$ cat config.mk
export PLATFORM = sky130hd
export DESIGN_NAME = irq_level_sel
export DESIGN_NICKNAME = d
export VERILOG_FILES = /design/src/rtl/irq_sel_pkg.sv /design/src/rtl/irq_prio_enc.sv /design/src/rtl/irq_tt_class.sv /design/src/rtl/irq_level_sel.sv
export SDC_FILE = /design/constraint.sdc
export NUM_CORES = 1
export LEC_CHECK = 0
export ABC_AREA = 1
export ABC_CLOCK_PERIOD_IN_PS = 1900
export BUFFER_PORTS_ARGS = -buffer_cell sky130_fd_sc_hd__buf_2
export CAP_MARGIN = 10
export CORE_MARGIN = 4
export CORE_UTILIZATION = 46
export CTS_CLUSTER_SIZE = 8
export DETAILED_ROUTE_END_ITERATION = 8
export MAX_ROUTING_LAYER = met4
export PLACE_DENSITY = 0.76
export SETUP_SLACK_MARGIN = 0.2
export SYNTH_ARGS = -nofsm -noshare
export SYNTH_HDL_FRONTEND = slang
export SYNTH_SLANG_ARGS = --single-unit
$ cat constraint.sdc
create_clock -name clk -period 1.9 [get_ports clk]
set_clock_uncertainty 0.05 [all_clocks]
set_input_delay 0.38 -clock clk [delete_from_list [all_inputs] [get_ports clk]]
set_output_delay 0.38 -clock clk [all_outputs]
set_load 0.05 [all_outputs]
$ cat src/rtl/irq_sel_pkg.sv
package irq_sel_pkg;

    localparam int          LEVELS_DEF   = 16;
    localparam int          TT_W_DEF     = 8;
    localparam logic [7:0]  EXT_BASE_DEF = 8'h10;

    // kind of value held in the trap-type slot
    typedef enum logic [1:0] {
        TT_EMPTY = 2'd0,
        TT_EXT   = 2'd1,
        TT_SYNC  = 2'd2
    } tt_class_e;

endpackage

$ cat src/rtl/irq_prio_enc.sv
module irq_prio_enc #(
    parameter int LEVELS = 16,
    parameter int LVL_W  = $clog2(LEVELS)
) (
    input  logic [LEVELS-1:1] lvl_hi_i,
    output logic              any_o,
    output logic [LVL_W-1:0]  idx_o
);

    logic [LEVELS:1]   above;
    logic [LEVELS-1:1] grant;

    assign above[LEVELS] = 1'b0;

    // one stage per level: a level wins only if nothing above it is set
    for (genvar i = LEVELS - 1; i >= 1; i--) begin : g_stage
        assign above[i] = above[i+1] | lvl_hi_i[i];
        assign grant[i] = lvl_hi_i[i] & ~above[i+1];
    end

    assign any_o = above[1];

    always_comb begin
        idx_o = '0;
        for (int i = 1; i < LEVELS; i++) begin
            if (grant[i]) idx_o = idx_o | LVL_W'(i);
        end
    end

endmodule

$ cat src/rtl/irq_tt_class.sv
module irq_tt_class
    import irq_sel_pkg::*;
#(
    parameter int             TT_W     = 8,
    parameter int             LVL_W    = 4,
    parameter logic [TT_W-1:0] EXT_BASE = 8'h10
) (
    input  logic [TT_W-1:0] tt_i,
    output tt_class_e       cls_o
);

    logic upper_ext;

    assign upper_ext = (tt_i[TT_W-1:LVL_W] == EXT_BASE[TT_W-1:LVL_W]);

    always_comb begin
        if (tt_i == '0)     cls_o = TT_EMPTY;
        else if (upper_ext) cls_o = TT_EXT;
        else                cls_o = TT_SYNC;
    end

endmodule

$ cat src/rtl/irq_level_sel.sv
module irq_level_sel
    import irq_sel_pkg::*;
#(
    parameter int              LEVELS   = LEVELS_DEF,
    parameter int              TT_W     = TT_W_DEF,
    parameter logic [TT_W-1:0] EXT_BASE = EXT_BASE_DEF
) (
    input  logic              clk,
    input  logic              rst_n,
    input  logic [LEVELS-1:0] level_i,
    input  logic              sync_valid_i,
    input  logic [TT_W-1:0]   sync_tt_i,
    input  logic              ack_i,
    output logic [TT_W-1:0]   tt_o,
    output logic              req_o
);

    localparam int LVL_W = $clog2(LEVELS);

    typedef struct packed {
        logic [TT_W-1:0] tt;
        logic            req;
    } sel_state_t;

    sel_state_t st_d, st_q;

    logic             lvl_any;
    logic [LVL_W-1:0] lvl_idx;
    logic [TT_W-1:0]  cand_tt;
    tt_class_e        held_cls;
    tt_class_e        sync_cls;

    irq_prio_enc #(
        .LEVELS (LEVELS),
        .LVL_W  (LVL_W)
    ) u_enc (
        .lvl_hi_i (level_i[LEVELS-1:1]),
        .any_o    (lvl_any),
        .idx_o    (lvl_idx)
    );

    irq_tt_class #(
        .TT_W     (TT_W),
        .LVL_W    (LVL_W),
        .EXT_BASE (EXT_BASE)
    ) u_held_cls (
        .tt_i  (st_q.tt),
        .cls_o (held_cls)
    );

    irq_tt_class #(
        .TT_W     (TT_W),
        .LVL_W    (LVL_W),
        .EXT_BASE (EXT_BASE)
    ) u_sync_cls (
        .tt_i  (sync_tt_i),
        .cls_o (sync_cls)
    );

    assign cand_tt = {EXT_BASE[TT_W-1:LVL_W], lvl_idx};

    always_comb begin
        st_d = st_q;
        if (ack_i) begin
            st_d = '0;
        end else if (held_cls != TT_SYNC) begin
            if (sync_valid_i && sync_cls == TT_SYNC) begin
                st_d.tt = sync_tt_i;
            end else if (lvl_any) begin
                if (cand_tt != st_q.tt) begin
                    st_d.tt  = cand_tt;
                    st_d.req = 1'b1;
                end
            end else if (!level_i[0] && held_cls == TT_EXT) begin
                st_d = '0;
            end
        end
    end

    always_ff @(posedge clk) begin
        if (!rst_n) st_q <= '0;
        else        st_q <= st_d;
    end

    assign tt_o  = st_q.tt;
    assign req_o = st_q.req;

endmodule

==> impl_results.md <==
- Wirelength, routed: 3.066 mm
- CP required: ~2000 ps
- Crit-path cells: buf_6 > nor2_4 > nand3_4 > nor2_4 > nor2_2 > nor2_4 > nand3_2 > nor2_4 > nand2_4 > o21bai_4 > nand3_1 > nand2_1 > nor2_1
- Storage cell area: between 150 and 200 um2
- Cell taking the most area after synthesis: dfxtp_1
- Starting Density: 50.83%
- Kind of critical path: input port to register
- FF+latch count, synth: 9
- First-pass GRT wire length: 4.961 mm
- Synth Cell Area: 915.9 um2
- CP max stage cell: o21bai_4
- Area of the core: 1802 um2
- Seq/Total Area, Yosys: roughly 20%
- Synthesis-to-layout area growth: 48.77%
- GP Congestion: 0.9386
- Reg clk slew, reported paths: 60 ps
- Least-Margin Pin Slew: 489.5 ps
- Antenna diode count: 0
- Setup violators final: 0
- Clock Path Buffers: 2
- Via count: 1245
- IO Pins: 37
- R2R Path End: tt_o[1]
- RSZ-0062 raised after global routing: true
- Ys Warns: 0
- Die ar.: between 2000 and 3000 um2
- CTS tree: built
- Reg2reg path depth: 12
- Worst Hold Depth: 3
- Final Hold Fails: 0
- Delay-heaviest family, CP: simple AND/OR/NAND/NOR gates
- Antenna viol nets, final: 0
- CP max stage delay: 210 ps
- Rel. slew slack: 67.24%
- Initial DRT Pass Iterations: 4
- Netlist cell types: 22
- # nets final: 232
- Sink Count: 9
- Yosys top cell area share: 19.67%
- DRC viols: 0
- Status: complete, no violations
- Cell area after layout: 1363 um2
- Multi-input gate area: between 600 and 700 um2
- Dpl hpwl: 2.126 mm
- Share of layout cells above drive strength 1: between 40 and 50%
- Gate power share: ~57%
- Asr flop ratio synth: 0%
- Sw Ratio: between 40% and 50%
- GRT Total Usage: 24.67%
- # rows: 15
- Min cycle time layout: 1792 ps
- Max frequency: 558.2 MHz
- CTS Root Cell: clkbuf_4
- NetSw: 394.4 uW
- Hold Path Origin: sync_tt_i[6]
- Fillers: 144
- Place WS: -136.1 ps
- Largest net degree at the start of global routing: 11
- Pwr dens: ~640 nW/um2
- Total Power: 877.4 uW
- Top post-synthesis cells by area: dfxtp_1, nand3_1, inv_1
- Post-synth top flop: dfxtp_1
- PortBufs: 36
- Total gr overflow: 0
- Worst Hold End: tt_o[6]
- Dpl cell area: 1234 um2
- Arr. time, crit path: between 1500 and 2000 ps
- Worst r2r src: tt_o[5]
- Die Y: approximately 53 um
- Post-synth EDFFs: 0
- Hold Path Class: input port to register
- Leak pwr: ~0.66 nW
- Clock power share: between 10% and 20%
- CP Buf/Inv Count: 1
- Syn_nets: 175
- Max-slew violations: 0
- Overall die width: 52.62 um
- Worst skew pair latency: 260 ps
- Number of global-route vias before repair: between 1000 and 1500
- Most frequent CP cell: nor2_4
- Period utilization: 94.29%
- Max-Cap Viols: 0
- Mapped Cells: 147
- H-tree levels: 1
- Synthesized area per cell: roughly 6.2 um2
- Commonest cells post-synth: inv_1, nand2_1, nand3_1, nor2_1
- Iter 0 DRT Violations: 93
- Total CTS buffers: 3
- Worst Path Max Fanout: 6
- CP Capture Type: register
- Startpoint Class: input port
- Wire per inst: 13.45 um
- Sequential Power Share: about 26%
- Setup slack after layout: 108.4 ps
- Antenna violations before repair: 0
- Vias/cell: about 5.5
- Cell-internal power: between 400 and 500 uW
- R2r setup slk: 140 ps
- Worst VDD drop: 0.5341 mV
[worst max path at each step]
stage / from / endpoint / slack (ps) / cells past startpoint
after global placement: level_i[15] / tt_o[0] / -80 / 13
after detailed placement: level_i[15] / tt_o[3] / -140 / 13
after floorplan: level_i[15] / tt_o[1] / 170 / 12
final: level_i[12] / tt_o[1] / 110 / 13
after global routing: level_i[12] / tt_o[1] / -20 / 12
after CTS: level_i[12] / tt_o[1] / 180 / 13
[cells in the final DEF, fill, tap and decap left out, types with 4 or more instances in the layout]
cell,n
buf_2,31
inv_1,24
nand3_1,21
nand2_1,21
nor2_1,16
buf_4,14
nor2_4,9
a21oi_1,9
dfxtp_1,7
nand2_2,6
nand4_1,5
nand3_2,5
buf_6,5
nor2_2,4
[state kept, by name (all words and copies together), names as in the netlist]
name   count
tt_o       8
req_o      1
[worst reg2reg max path, stage by stage, from the launching register on]
cell and delay [ps]:
dfxtp_1 310, inv_1 80, nand3_1 110, nor2_1 160, nand2_1 110, nor2_4 110
nand3_2 100, nor2_4 120, nand2_4 80, o21bai_4 210, nand3_1 100, nand2_1 70
nor2_1 50
[final cells by class]
class / count / area share [%]
Timing Repair Buffer: 50 / 23.23
Timing Repair inverter: 1 / 0.2755
Inverter: 27 / 7.530
Tap cell: 25 / 2.296
Sequential cell: 9 / 13.41
Clock buffer: 4 / 1.928
Multi-Input combinational cell: 112 / 51.33
[cells by family after synthesis]
logic type | after synthesis | synth area share, %
flip-flops | 9 | 19.67
multiplexers | 3 | 3.688
buffers and inverters | 27 | 11.07
AND/OR/NAND/NOR | 92 | 54.92
AO/OA/AOI/OAI | 16 | 10.66
[power groups by stage]
| stage | Clock [mW] | Combinational (mW) | Sequential (mW) |
|---|---|---|---|
| after CTS | 0.150 | 0.472 | 0.226 |
| after global routing | 0.161 | 0.547 | 0.230 |
| after floorplan | 0 | 0.217 | 0.302 |
| after global placement | 0 | 0.417 | 0.230 |
| final | 0.148 | 0.503 | 0.226 |
| after detailed placement | 0 | 0.427 | 0.231 |
[stage by stage]
stage	setup TNS, ps	instances	utilization (%)	hold WS, ps
2_1_floorplan	0	147	-	471.5
3_3_place_gp	-348.4	221	68.47	413.5
3_5_place_dp	-699.5	221	68.47	423.6
4_1_cts	0	227	74.44	327.5
5_1_grt	-19.68	228	75.63	359.3
6_report	0	228	75.63	328.1
[routing by layer]
layer	global-route usage, %	vias up	part of all wire, %
li1	-	590	-
met1	27.72	536	40
met2	40.29	92	46
met3	7.123	27	9.6
met4	11.06	0	4.7
met5	-	-	0
[timing repair]
action                                  CTS  global route
gates resized for setup                  15             6
buffers inserted                          1             0
cloned                                    1             1
hold buffers                              0             0
pin swaps                                13             2
endpoints found under the setup margin    6             8
Note: power is estimated with default switching activity, not from simulation.
